## src/rtl/shf_pkg.sv

```systemverilog
package shf_pkg;
  typedef enum logic [2:0] {
    SHF_LSL = 3'd0,
    SHF_LSR = 3'd1,
    SHF_ASR = 3'd2,
    SHF_ROR = 3'd3,
    SHF_RRX = 3'd4
  } shf_kind_e;
endpackage

```

## src/rtl/shf_bitrev.sv

```systemverilog
module shf_bitrev #(
  parameter int W = 32
) (
  input  logic [W-1:0] d_i,
  output logic [W-1:0] q_o
);
  for (genvar i = 0; i < W; i++) begin : g_bit
    assign q_o[i] = d_i[W-1-i];
  end
endmodule

```

## src/rtl/shf_rotr.sv

```systemverilog
module shf_rotr #(
  parameter int W     = 32,
  parameter int LOG_W = $clog2(W)
) (
  input  logic [W-1:0]     d_i,
  input  logic [LOG_W-1:0] n_i,
  output logic [W-1:0]     q_o
);
  logic [W-1:0] stg [LOG_W+1];

  assign stg[0] = d_i;

  // stage k rotates by 2^k when distance bit k is set
  for (genvar k = 0; k < LOG_W; k++) begin : g_stage
    localparam int S = 1 << k;
    assign stg[k+1] = n_i[k] ? {stg[k][S-1:0], stg[k][W-1:S]} : stg[k];
  end

  assign q_o = stg[LOG_W];
endmodule

```

## src/rtl/shf_keep_mask.sv

```systemverilog
module shf_keep_mask #(
  parameter int W     = 32,
  parameter int AMT_W = $clog2(W) + 1
) (
  input  logic [AMT_W-1:0] n_i,
  output logic [W-1:0]     keep_o
);
  localparam int SUM_W = AMT_W + 1;

  // bit i survives a right shift by n when i + n < W
  for (genvar i = 0; i < W; i++) begin : g_keep
    assign keep_o[i] = ({1'b0, n_i} + SUM_W'(i)) < SUM_W'(W);
  end
endmodule

```

## src/rtl/operand_shifter.sv

```systemverilog
module operand_shifter
  import shf_pkg::*;
#(
  parameter int WIDTH = 32,
  localparam int LOG_W = $clog2(WIDTH),
  localparam int AMT_W = LOG_W + 1
) (
  input  logic [WIDTH-1:0] op_i,
  input  logic [2:0]       kind_i,
  input  logic [AMT_W-1:0] amt_i,
  input  logic             carry_i,
  output logic [WIDTH-1:0] res_o,
  output logic             carry_o
);
  logic             is_left;
  logic             amt_zero;
  logic [WIDTH-1:0] op_rev;
  logic [WIDTH-1:0] src;
  logic [WIDTH-1:0] rot;
  logic [WIDTH-1:0] keep;
  logic [WIDTH-1:0] lsr_val;
  logic [WIDTH-1:0] lsl_val;
  logic [WIDTH-1:0] sign_fill;

  assign is_left  = (kind_i == SHF_LSL);
  assign amt_zero = (amt_i == '0);

  shf_bitrev #(.W(WIDTH)) u_rev_in (
    .d_i (op_i),
    .q_o (op_rev)
  );

  // left shifts run through the right-shift path on a mirrored word
  assign src = is_left ? op_rev : op_i;

  shf_rotr #(.W(WIDTH), .LOG_W(LOG_W)) u_rotr (
    .d_i (src),
    .n_i (amt_i[LOG_W-1:0]),
    .q_o (rot)
  );

  shf_keep_mask #(.W(WIDTH), .AMT_W(AMT_W)) u_mask (
    .n_i    (amt_i),
    .keep_o (keep)
  );

  assign lsr_val   = rot & keep;
  assign sign_fill = ~keep & {WIDTH{src[WIDTH-1]}};

  shf_bitrev #(.W(WIDTH)) u_rev_out (
    .d_i (lsr_val),
    .q_o (lsl_val)
  );

  // the last bit shifted out always lands at rot[top]
  always_comb begin
    res_o   = op_i;
    carry_o = carry_i;
    unique case (kind_i)
      SHF_LSL: if (!amt_zero) begin
        res_o   = lsl_val;
        carry_o = rot[WIDTH-1];
      end
      SHF_LSR: if (!amt_zero) begin
        res_o   = lsr_val;
        carry_o = rot[WIDTH-1];
      end
      SHF_ASR: if (!amt_zero) begin
        res_o   = lsr_val | sign_fill;
        carry_o = rot[WIDTH-1];
      end
      SHF_ROR: if (!amt_zero) begin
        res_o   = rot;
        carry_o = rot[WIDTH-1];
      end
      SHF_RRX: begin
        res_o   = {carry_i, op_i[WIDTH-1:1]};
        carry_o = op_i[0];
      end
      default: ;
    endcase
  end

  always_comb begin
    if (kind_i < 3'd4 && amt_i == '0)
      AST_ZERO_PASS: assert (res_o == op_i && carry_o == carry_i) else $error("zero pass");
    if (kind_i == SHF_LSL && amt_i != '0)
      AST_LSL_LOW_ZERO: assert (res_o[0] == 1'b0) else $error("lsl fill");
    if (kind_i == SHF_LSR && amt_i != '0)
      AST_LSR_TOP_ZERO: assert (res_o[WIDTH-1] == 1'b0) else $error("lsr fill");
    if (kind_i == SHF_ASR)
      AST_ASR_SIGN: assert (res_o[WIDTH-1] == op_i[WIDTH-1]) else $error("asr sign");
    if (kind_i == SHF_ROR)
      AST_ROR_POP: assert ($countones(res_o) == $countones(op_i)) else $error("ror pop");
    if (kind_i == SHF_RRX)
      AST_RRX_POP: assert ($countones({carry_o, res_o}) == $countones({carry_i, op_i}))
        else $error("rrx pop");
    if (kind_i > 3'd4)
      AST_SPARE_PASS: assert (res_o == op_i && carry_o == carry_i) else $error("spare");
  end
endmodule

```

## config.mk

```make
export PLATFORM = sky130hd
export DESIGN_NAME = operand_shifter
export DESIGN_NICKNAME = d
export VERILOG_FILES = /design/src/rtl/shf_pkg.sv /design/src/rtl/shf_bitrev.sv /design/src/rtl/shf_rotr.sv /design/src/rtl/shf_keep_mask.sv /design/src/rtl/operand_shifter.sv
export SDC_FILE = /design/constraint.sdc
export NUM_CORES = 1
export LEC_CHECK = 0
export BUFFER_PORTS_ARGS = -buffer_cell sky130_fd_sc_hd__buf_4
export CORE_MARGIN = 10
export CORE_UTILIZATION = 29
export DETAILED_ROUTE_END_ITERATION = 6
export GPL_ROUTABILITY_DRIVEN = 0
export PLACE_DENSITY = 0.45
export SETUP_SLACK_MARGIN = 0.05
export SYNTH_ARGS = -nofsm -noshare
export SYNTH_HDL_FRONTEND = slang
export SYNTH_SLANG_ARGS = --single-unit
```

## constraint.sdc

```tcl
create_clock -name vclk -period 2.5
set_input_delay 0.125 -clock vclk [all_inputs]
set_output_delay 0.125 -clock vclk [all_outputs]
set_load 0.03 [all_outputs]
```

==> results.cfg <==
[worst_setup_path]
cpMostUsedCell = buf_6
cp_num_buf_inv = 5
cp_slowest_cell = mux4_2
worstPathCellList = buf_6 -> or3_4 -> buf_12 -> buf_6 -> mux4_2 -> a222oi_1 -> buf_4 -> a32oi_2 -> a22oi_1 -> o211ai_1 -> o21a_1 -> o22a_2 -> buf_6
startpoint_type = primary input
path_class = in2out
crit_arrival_ns = 3.04
required_ns = 2.38
cp_max_fo = 7
cp_top_family = compound AO/OA/AOI/OAI gates
slowest_delay_ns = 0.47
critPathCaptureType = output pin

[flow_run]
cap_violations = 0

[drt]
drc_errors = 0
wl_mm = 34.49
ant_nets = 0
dr.pass1.iters = 7
drtIter0Drc = 1351
routedWlPerCell_um = 27.30
route.vias.total = 8427
viasPerCell = 6.672

[sta]
worst_slew_pin_slew_ns = 0.7501
setup_viol = 33
setup_ws_ns = -0.6694
fmaxAchievable_mhz = 315.5
rsz0062_at_grt = yes
fin_tns_setup_ns = -16.83
timing.final.crit_period_ns = 3.169
drv_slew = 0
slew-limit-headroom_pct = 49.47
min_period_over_period_pct = 126.8
final_hold_viol_count = 0

[logic_synthesis]
synthTopCellsByArea = mux4_2, nand2_1, o21ai_0, nor2_1, a21oi_1
synthAdderAreaFrac_pct = 0
synth_top_area_share_pct = 14.31
yosysUniqueCellTypes = 65
yosysTopAreaCell = mux4_2
seq_area_frac_synth_pct = 0
synth_warnings = 0
synth.area.mux_share_pct = 24.34
syn_inst = 770
synth_area_per_cell_um2 = 6.542
netlist_area_um2 = 5037
synth_simple_gate_area_share_pct = 24.86
syn-num-nets = 812
synth_top_family_by_area = compound AO/OA/AOI/OAI gates
synth_xor_area_share_pct = 0.1739
synth_compound_area_share_pct = 42.97

[placed_design]
place_ws_ns = -0.6703
dp.cells = 1234
port-buffer-count = 75
hpwl_mm = 26.40

[outcome]
violations = setup timing
status = finished, violations left

[cells_and_area]
design.seq.count = 0
seqCellArea_um2 = 0
layout-drive-gt1-share_pct = 54.24
final_cell_mix = buf_4, nand2_1, nor2_1
fillers = 1714
antenna-diode-count = 0
layout_commonest_cell = buf_4
utilization_pct = 53.02
area_growth_pct = 80.77
instances_no_fill = 1263
clkbuf_count = 0
layout.nets = 1082

[global_routing]
antenna_found_initial = 0
grt_max_degree = 47
grt_overflow = 0
grt_pass1_wl_mm = 50.38
gr-usage-all-layers_pct = 28.04
grt_pass1_vias = 8257

[floorplanning]
core_area_um2 = 17180
rows = 48
die_h_um = 151.8
start_util_pct = 29.33
die_area_um2 = 23040
die_x_um = 151.8
ioPinCount = 75

[power]
ir_worst_vdd_mv = 0.1717
p_seq_share_pct = 0
p_comb_share_pct = 100.0
power_leakage_uw = 0.003666
p_sw_share_pct = 55.01
p_int_uw = 1134
power_frac_clock_pct = 0
power_density_nw_per_um2 = 276.8
p_sw_uw = 1387

[worst_hold_path]
hp-class = in2out

[clock_network]
ctsHoldBuffers = 0
[cells by family after synthesis]
logic type,after synthesis
compound gates,326
buf+inv,91
xor+xnor,1
simple gates,280
mux,72
[worst paths after layout]
kind	from	cells after the start	slack (ns)	to
worst min-delay path	carry_i	4	0.69	carry_o
worst max-delay path	kind_i[0]	13	-0.67	res_o[19]
[Yosys cell counts (7+ instances only)]
library cell and n:
o21a_1 7, nand2_1 108, nand3_1 15, a21oi_1 60, nor3_1 17, a211oi_1 10, a31oi_1 21, o22a_1 8
o221ai_1 10, o21ai_0 71, inv_1 9, clkbuf_1 53, mux4_2 32, and3_1 10, mux2i_1 28, buf_1 9
buf_2 14, nor2_1 89, a22oi_1 29, o211ai_1 20, o22ai_1 29
[per-layer routing]
layer / part of all wire [%] / global-route usage, % / vias to the layer above
met3: 12 / 5.643 / 137
met1: 37 / 35.85 / 4065
met2: 44 / 43.34 / 654
met5: 0 / 0 / -
li1: - / - / 3571
met4: 7.0 / 15.30 / 0
[final cells by class]
class | count | area (µm²) | share of cell area, %
inverters | 11 | 41.29 | 0.4534
multi-input cells | 679 | 5763 | 63.29
repair buffers | 348 | 3020 | 33.17
well taps | 225 | 281.5 | 3.092
[metrics by stage]
stage               total power, µW  area, µm²  hold WS [ns]
floorplan                      1043       5336        0.4024
global placement               1978       7786        0.6941
detailed placement             1991       7786        0.7070
CTS                            2194       8378        0.7106
global route                   2608       9106        0.7068
finish                         2521       9106        0.6931
[worst min-delay path, delay by kind of cell]
family | cells | cell delay, ns
AO/OA/AOI/OAI | 2 | 0.21
buffers and inverters | 2 | 0.23
[repair_timing]
action	in CTS	in global routing
pin swaps	49	75
cloned	1	0
buffers inserted	13	19
gates resized for setup	110	137
endpoints found under the setup margin	33	33
[power by group through the flow]
stage          Clock (µW)  Sequential [µW]  Combinational [µW]
3_5_place_dp            0                0                1990
4_1_cts                 0                0                2190
3_3_place_gp            0                0                1980
6_report                0                0                2520
2_1_floorplan           0                0                1040
5_1_grt                 0                0                2610
Power figures use the tool's default switching activity.
